<file path="src/rtl/drive_id_pkg.sv">
package drive_id_pkg;
  typedef enum logic [1:0] {
    RDY_RELEASE = 2'd0,
    RDY_SPIN    = 2'd1,
    RDY_IDBIT   = 2'd2
  } rdy_src_e;

  function automatic rdy_src_e pick_src(input logic sel_n, input logic motor_on);
    if (sel_n)         return RDY_RELEASE;
    else if (motor_on) return RDY_SPIN;
    else               return RDY_IDBIT;
  endfunction
endpackage

</file>
<file path="src/rtl/drive_id_sync.sv">
module drive_id_sync #(
  parameter int unsigned W       = 1,
  parameter int unsigned STAGES  = 2,
  parameter logic [W-1:0] RST_VAL = '0
) (
  input  logic         clk_i,
  input  logic         rst_ni,
  input  logic [W-1:0] d_i,
  output logic [W-1:0] q_o
);
  logic [W-1:0] stage_q [STAGES];

  always_ff @(posedge clk_i or negedge rst_ni) begin
    if (!rst_ni) stage_q[0] <= RST_VAL;
    else         stage_q[0] <= d_i;
  end

  for (genvar g = 1; g < STAGES; g++) begin : g_stage
    always_ff @(posedge clk_i or negedge rst_ni) begin
      if (!rst_ni) stage_q[g] <= RST_VAL;
      else         stage_q[g] <= stage_q[g-1];
    end
  end

  assign q_o = stage_q[STAGES-1];
endmodule

</file>
<file path="src/rtl/drive_id_edge.sv">
module drive_id_edge (
  input  logic clk_i,
  input  logic rst_ni,
  input  logic sel_n_i,
  output logic fall_o,
  output logic rise_o
);
  logic sel_n_d;

  always_ff @(posedge clk_i or negedge rst_ni) begin
    if (!rst_ni) sel_n_d <= 1'b1;
    else         sel_n_d <= sel_n_i;
  end

  assign fall_o = sel_n_d & ~sel_n_i;
  assign rise_o = ~sel_n_d & sel_n_i;
endmodule

</file>
<file path="src/rtl/drive_id_motor.sv">
module drive_id_motor (
  input  logic clk_i,
  input  logic rst_ni,
  input  logic strobe_i,
  input  logic mtr_n_i,
  output logic motor_o,
  output logic off_edge_o
);
  logic motor_q;

  always_ff @(posedge clk_i or negedge rst_ni) begin
    if (!rst_ni)       motor_q <= 1'b0;
    else if (strobe_i) motor_q <= ~mtr_n_i;
  end

  assign motor_o    = motor_q;
  assign off_edge_o = strobe_i & motor_q & mtr_n_i;
endmodule

</file>
<file path="src/rtl/drive_id_shreg.sv">
module drive_id_shreg #(
  parameter int unsigned ID_W     = 32,
  parameter logic [ID_W-1:0] ID_VALUE = '1,
  localparam int unsigned CNT_W   = $clog2(ID_W + 1)
) (
  input  logic             clk_i,
  input  logic             rst_ni,
  input  logic             load_i,
  input  logic             adv_i,
  output logic             bit_o,
  output logic [ID_W-1:0]  data_o,
  output logic [CNT_W-1:0] cnt_o
);
  logic [ID_W-1:0]  data_q;
  logic [CNT_W-1:0] cnt_q;
  logic             skip_q;

  always_ff @(posedge clk_i or negedge rst_ni) begin
    if (!rst_ni) begin
      data_q <= ID_VALUE;
      cnt_q  <= '0;
      skip_q <= 1'b0;
    end else if (load_i) begin
      data_q <= ID_VALUE;
      cnt_q  <= '0;
      skip_q <= 1'b1;
    end else if (adv_i) begin
      if (skip_q) begin
        skip_q <= 1'b0;
      end else begin
        data_q <= {data_q[ID_W-2:0], 1'b0};
        if (cnt_q != CNT_W'(ID_W)) cnt_q <= cnt_q + CNT_W'(1);
      end
    end
  end

  assign bit_o  = data_q[ID_W-1];
  assign data_o = data_q;
  assign cnt_o  = cnt_q;
endmodule

</file>
<file path="src/rtl/drive_id_unit.sv">
module drive_id_unit #(
  parameter int unsigned ID_W     = 32,
  parameter logic [ID_W-1:0] ID_VALUE = 32'hFFFF_FFFF,
  localparam int unsigned CNT_W   = $clog2(ID_W + 1)
) (
  input  logic clk_i,
  input  logic rst_ni,
  input  logic sel_ni,
  input  logic mtr_ni,
  input  logic spin_ok_i,
  output logic rdy_no
);
  import drive_id_pkg::*;

  logic [2:0]       sync_q;
  logic             sel_n_s, mtr_n_s, spin_s;
  logic             sel_fall, sel_rise;
  logic             motor_q, motor_off;
  logic             id_bit;
  logic [ID_W-1:0]  shreg;
  logic [CNT_W-1:0] cnt;
  rdy_src_e         src;

  drive_id_sync #(.W(3), .STAGES(2), .RST_VAL(3'b011)) u_sync (
    .clk_i(clk_i), .rst_ni(rst_ni),
    .d_i({spin_ok_i, mtr_ni, sel_ni}), .q_o(sync_q)
  );
  assign sel_n_s = sync_q[0];
  assign mtr_n_s = sync_q[1];
  assign spin_s  = sync_q[2];

  drive_id_edge u_edge (
    .clk_i(clk_i), .rst_ni(rst_ni), .sel_n_i(sel_n_s),
    .fall_o(sel_fall), .rise_o(sel_rise)
  );

  drive_id_motor u_motor (
    .clk_i(clk_i), .rst_ni(rst_ni), .strobe_i(sel_fall), .mtr_n_i(mtr_n_s),
    .motor_o(motor_q), .off_edge_o(motor_off)
  );

  drive_id_shreg #(.ID_W(ID_W), .ID_VALUE(ID_VALUE)) u_shreg (
    .clk_i(clk_i), .rst_ni(rst_ni),
    .load_i(motor_off), .adv_i(sel_rise & ~motor_q),
    .bit_o(id_bit), .data_o(shreg), .cnt_o(cnt)
  );

  always_comb begin
    src = pick_src(sel_n_s, motor_q);
    unique case (src)
      RDY_SPIN:  rdy_no = ~spin_s;
      RDY_IDBIT: rdy_no = ~id_bit;
      default:   rdy_no = 1'b1;
    endcase
  end
endmodule

</file>
<file path="config.mk">
export PLATFORM = sky130hd
export DESIGN_NAME = drive_id_unit
export DESIGN_NICKNAME = d
export VERILOG_FILES = /design/src/rtl/drive_id_pkg.sv /design/src/rtl/drive_id_sync.sv /design/src/rtl/drive_id_edge.sv /design/src/rtl/drive_id_motor.sv /design/src/rtl/drive_id_shreg.sv /design/src/rtl/drive_id_unit.sv
export SDC_FILE = /design/constraint.sdc
export NUM_CORES = 1
export LEC_CHECK = 0
export ABC_AREA = 1
export BUFFER_PORTS_ARGS = -buffer_cell sky130_fd_sc_hd__buf_2
export CELL_PAD_IN_SITES_DETAIL_PLACEMENT = 0
export CELL_PAD_IN_SITES_GLOBAL_PLACEMENT = 1
export CORE_MARGIN = 8
export CORE_UTILIZATION = 30
export DETAILED_ROUTE_END_ITERATION = 6
export PLACE_DENSITY_LB_ADDON = 0.12
export RECOVER_POWER = 25
export SYNTH_ARGS = -nofsm -noshare
export SYNTH_HDL_FRONTEND = slang
export SYNTH_SLANG_ARGS = --single-unit
</file>
<file path="constraint.sdc">
create_clock -name clk_i -period 3.8 [get_ports clk_i]
set_input_delay 0.76 -clock clk_i [delete_from_list [all_inputs] [get_ports clk_i]]
set_output_delay 0.76 -clock clk_i [all_outputs]
set_load 0.02 [all_outputs]
</file>
== Word-level counts from Yosys, hierarchy flattened ==
Cells that the tools add are included.
Word-level totals
  flip-flop bits (word level): 41
  input bits: 5
  output and inout port bits: 1
  logic and storage cells: 30
Cells by class
  eq/ne operators: 3
  muxes and demuxes: 8
  bitwise gates (word level): 11
  reductions and logical operators: 2
Operators by type and width (count)
  32-bit 2-to-1 mux: 3
  1-bit inverter: 6
  1-bit AND: 5
  2-bit 2-to-1 mux: 2
  2-bit by 1-bit == test with 1-bit output (second input constant): 1
  2-bit == test (second input constant): 1
  1-bit 2-to-1 mux: 2
  2-bit != test (second input constant): 1
  1-bit case mux with 2 select lines: 1
  2-bit AND reduction: 1
  2-bit nonzero test: 1

== Depth between registers and ports, before layout ==
  depth in word-level cells: 6
  depth in mapped cells: 7
  gate-level depth less buffers: 6

== Cells and area by module ==
A second synthesis with hierarchy kept.
Unflattened totals
  cell total of the unflattened synthesis: 223
  area, all modules: 2078.2 µm²
By module, submodules not included
  drive_id_shreg: times used 1, cells an instance 192, area each 1765.4 µm², sequential area each 1016.0 µm²
  drive_id_sync: times used 1, cells an instance 9, area each 177.7 µm², sequential area each 155.1 µm²
  drive_id_motor: times used 1, cells an instance 8, area each 51.3 µm², sequential area each 25.0 µm²
  drive_id_unit: times used 1, cells an instance 9, area each 42.5 µm², sequential area each 0.0 µm²
  drive_id_edge: times used 1, cells an instance 5, area each 41.3 µm², sequential area each 26.3 µm²

== Worst setup path after synthesis ==
Ideal clock, no wire load.
  path kind: reg2out
  from: register u_sync.stage_q (netlist bit u_sync.q_o[0])
  to: output port rdy_no
  arrival: 0.920 ns
  data required time: 3.040 ns
  path slack: 2.120 ns
  stages on the path, launching flop included: 4
  path buffers: 0
  cell sequence: dfstp_2 -> inv_1 -> nand3b_1 -> o211ai_1
On the way
  cells in the longest elaborated chain, start to end: 3
  elaborated cells between the ends (all ways): 4
  classes of those cells: 2 x eq/ne; 2 x mux
RTL lines
  start: declaration: line drive_id_sync.sv:11  | logic [W-1:0] stage_q [STAGES];
  start signal: indexed assignment: line drive_id_sync.sv:21  | else stage_q[g] <= stage_q[g-1];
  2-bit 2-to-1 mux (*): line drive_id_pkg.sv:9  | if (sel_n) return RDY_RELEASE;
  2-bit == test or 2-bit by 1-bit == test with 1-bit output (tied branches): line drive_id_unit.sv:50  | unique case (src)
  1-bit case mux with 2 select lines (*): line drive_id_unit.sv:50
  end: declaration: line drive_id_unit.sv:11  | output logic rdy_no
Every way passes the cells marked *; elsewhere a longest branch is shown, timed or not.

==> run_results.csv <==
group,metric,value,unit
outcome,status,"complete, but fails checks",
outcome,failed_checks,"capacitance limit, slew limit",
cts,cts_tree,"built",
synthesis,syn_nets,197,
timing,max_slew.worst_pin.slew,2.10,ns
cts,ctsHoldBuffers,0,
synthesis,yosys-top-cells-area,"dfstp_2 54%, nand2_1 14%, nand3_1 8.6%",
global_route,antenna_found_initial,0,
setup_path,end_kind,"async pin",
layout,fin_area,1950,um2
synthesis,syn-instance-count,192,
timing,finalSetupViolations,0,
place,io_buffers,5,
drt,drt_iter0_drc,52,
setup_path,critPathRequiredTime,3.78,ns
drt,antenna_left,0,
place,placedCellCount,260,
setup_path,rrSetupSlack,1.78,ns
synthesis,yosysUniqueCellTypes,21,
floorplan,core-area,5850,um2
setup_path,rr_worst_depth,6,
synthesis,synth_top_area_share,0.540,
timing,min_period_over_period,0.597,
timing,max_freq,441,MHz
place,dp_slack,1.79,ns
flow_run,maxCapViolCount,1,
cts,root_buffer,"clkbuf_8",
setup_path,crit_family,"buffers and inverters",
setup_path,crit_end,"u_sync.stage_q[5]$_DFF_PN0_",
layout,finalNetCount,197,
power_and_ir_drop,p_per_area,694,nW/um2
setup_path,critical_path_buf_inv_count,1,
cts,cts_htree_levels,2,
cts,insertion_delay,0.29,ns
floorplan,initial_core_util,0.308,
floorplan,die_h,93.5,um
power_and_ir_drop,p_leak,0.930,nW
setup_path,crit_fanout,41,
drt,drt_wl_total,3.26,mm
drt,drt-wirelength-per-cell,12.1,um
floorplan,dieArea,8740,um2
timing,period_needed,2.27,ns
setup_path,reg2reg_from,"u_sync.q_o[0]$_DFF_PN1_",
cts,post_cts_resized,0,
drt,via_per_inst,4.74,
timing,slew_headroom,-0.399,
cts,cts.sinks,41,
synthesis,synth_common_cells,"65 x nand2_1, 37 x dfstp_2, 31 x nand3_1",
timing,hold_violations,0,
synthesis,syn_avg_cell_area,9.38,um2
place,placed_area,1850,um2
synthesis,synth_largest_area_cell,"dfstp_2",
synthesis,yosys_register_bits,41,
layout,syn2layout_area_growth,8.34,%
setup_path,worstSetupPathDepth,1,
layout,diodes,0,
setup_path,cp_cell_sequence,"clkbuf_1",
place,gp_congestion,0.698,
setup_path,start_kind,"input port",
synthesis,synth_edf_count,0,
synthesis,ys_warn_count,0,
layout,final_cells,268,
synthesis,ys_async_sr_fraction,1.00,
setup_path,crit_path_top_delay_cell,"clkbuf_1",
setup_path,critPathKind,"in2async",
timing,finClkSkew,0.00457,ns
global_route,grt_max_degree,51,
setup_path,slowest_delay,1.47,ns
synthesis,netlist_area,1800,um2
drt,first_pass_iters,4,
power_and_ir_drop,vdd_drop_max,0.269,mV
global_route,grt_pass1_vias,1253,
floorplan,die_x,93.5,um
layout,drive_gt1_frac,0.280,
global_route,grt_use_total,0.0816,
setup_path,r2r-end,"u_shreg.data_o[26]$_DFFE_PN1P_",
floorplan,io_pins,6,
worst_hold_path,hp-class,"reg2reg",
global_route,grt_pass1_wl,5.68,mm
place,hpwl,1.90,mm
timing,rsz0062_at_grt,"no",
synthesis,yosysSeqAreaShare,0.596,
synthesis,synth_ff_type,"dfstp_2",
setup_path,crit_arrival,2.25,ns
drt,drc,0,
timing,setup_ws,1.53,ns
cts,clk_path_buf_depth,2,
cts,post_cts_buffers,0,
synthesis,yosysMostFrequentCell,"nand2_1",
cts,cts_buffers,5,
timing,drv_slew,42,
global_route,gr-total-overflow,0,
setup_path,cp-startpoint,"rst_ni",
drt,dr_total_vias,1270,
floorplan,row_count,28,
cts,clkTransAtPathRegs,0.07,ns
timing,finalSetupTns,0,ns
==> flip-flops by register name, indices dropped and copies added (netlist names) <==
| signal | count |
|---|---|
| u_shreg.data_o | 32 |
| u_sync.stage_q | 3 |
| u_shreg.skip_q | 1 |
| u_edge.sel_n_d | 1 |
| u_motor.motor_o | 1 |
| u_sync.q_o | 3 |
==> routing by layer <==
metal / GRT usage / vias to the layer above / part of all wire
li1: - / 624 / -
met1: 0.0862 / 622 / 0.46
met2: 0.143 / 17 / 0.49
met3: 0.0240 / 7 / 0.028
met4: 0.0443 / 0 / 0.023
met5: 0 / - / 0
==> placed cells by master, fill, tap and decap left out <==
cell | Yosys | final
nand2_1 | 65 | 65
dfstp_2 | 37 | 37
nand3_1 | 31 | 31
inv_1 | 17 | 17
nand4_1 | 15 | 15
clkbuf_8 | 0 | 7
buf_2 | 7 | 4
dfrtp_1 | 4 | 4
nand3b_1 | 1 | 1
o211ai_1 | 1 | 1
nor2_4 | 1 | 1
inv_2 | 1 | 1
clkinv_1 | 1 | 1
nand3_4 | 1 | 1
nand4_4 | 1 | 1
a22oi_1 | 1 | 1
a21oi_1 | 1 | 1
a31oi_1 | 1 | 1
nand2_4 | 1 | 1
clkinv_2 | 0 | 1
clkbuf_1 | 2 | 1
==> area by class of cell <==
type / instances / area [um2]
fillers: 603 / 3900
flip-flops and latches: 41 / 1070
multi-input cells: 120 / 588
clock buffers: 7 / 96.3
well taps: 75 / 93.8
inverters: 19 / 71.3
repair buffers: 5 / 23.8
clock inverters: 1 / 5.00
==> through the flow <==
step | hold slack [ns] | power, W | utilization
finish | 0.359 | 0.00135 | 0.333
global route | 0.364 | 0.00146 | 0.333
CTS | 0.362 | 0.00138 | 0.334
detailed placement | 0.350 | 0.00106 | 0.316
global placement | 0.334 | 0.00104 | 0.316
floorplan | 0.331 | 0.000987 | -
==> worst min-delay path by stage <==
| stage | from | to | slack (ns) | cells past startpoint |
|---|---|---|---|---|
| 6_report | u_sync.stage_q[4]$_DFF_PN1_ | u_sync.q_o[1]$_DFF_PN1_ | 0.36 | 0 |
| 5_1_grt | u_sync.stage_q[4]$_DFF_PN1_ | u_sync.q_o[1]$_DFF_PN1_ | 0.36 | 0 |
| 4_1_cts | u_sync.stage_q[4]$_DFF_PN1_ | u_sync.q_o[1]$_DFF_PN1_ | 0.36 | 0 |
| 3_5_place_dp | u_sync.stage_q[5]$_DFF_PN0_ | u_sync.q_o[2]$_DFF_PN0_ | 0.35 | 0 |
| 3_3_place_gp | u_sync.stage_q[5]$_DFF_PN0_ | u_sync.q_o[2]$_DFF_PN0_ | 0.33 | 0 |
| 2_1_floorplan | u_sync.stage_q[5]$_DFF_PN0_ | u_sync.q_o[2]$_DFF_PN0_ | 0.33 | 0 |
==> logic make-up (layout without fill, tap and decap cells) <==
family          count (synthesis)  after routing  share of synthesized area
simple gates                  116            116                      0.312
flops                          41             41                      0.596
buf+inv                        31             32                     0.0778
compound gates                  4              4                     0.0146
==> power breakdown <==
part | internal [W] | switching (W)
sequential | 0.000689 | 0.0000829
combinational | 0.000109 | 0.000166
clock | 0.000164 | 0.000142
Note: power is estimated with default switching activity, not from simulation.
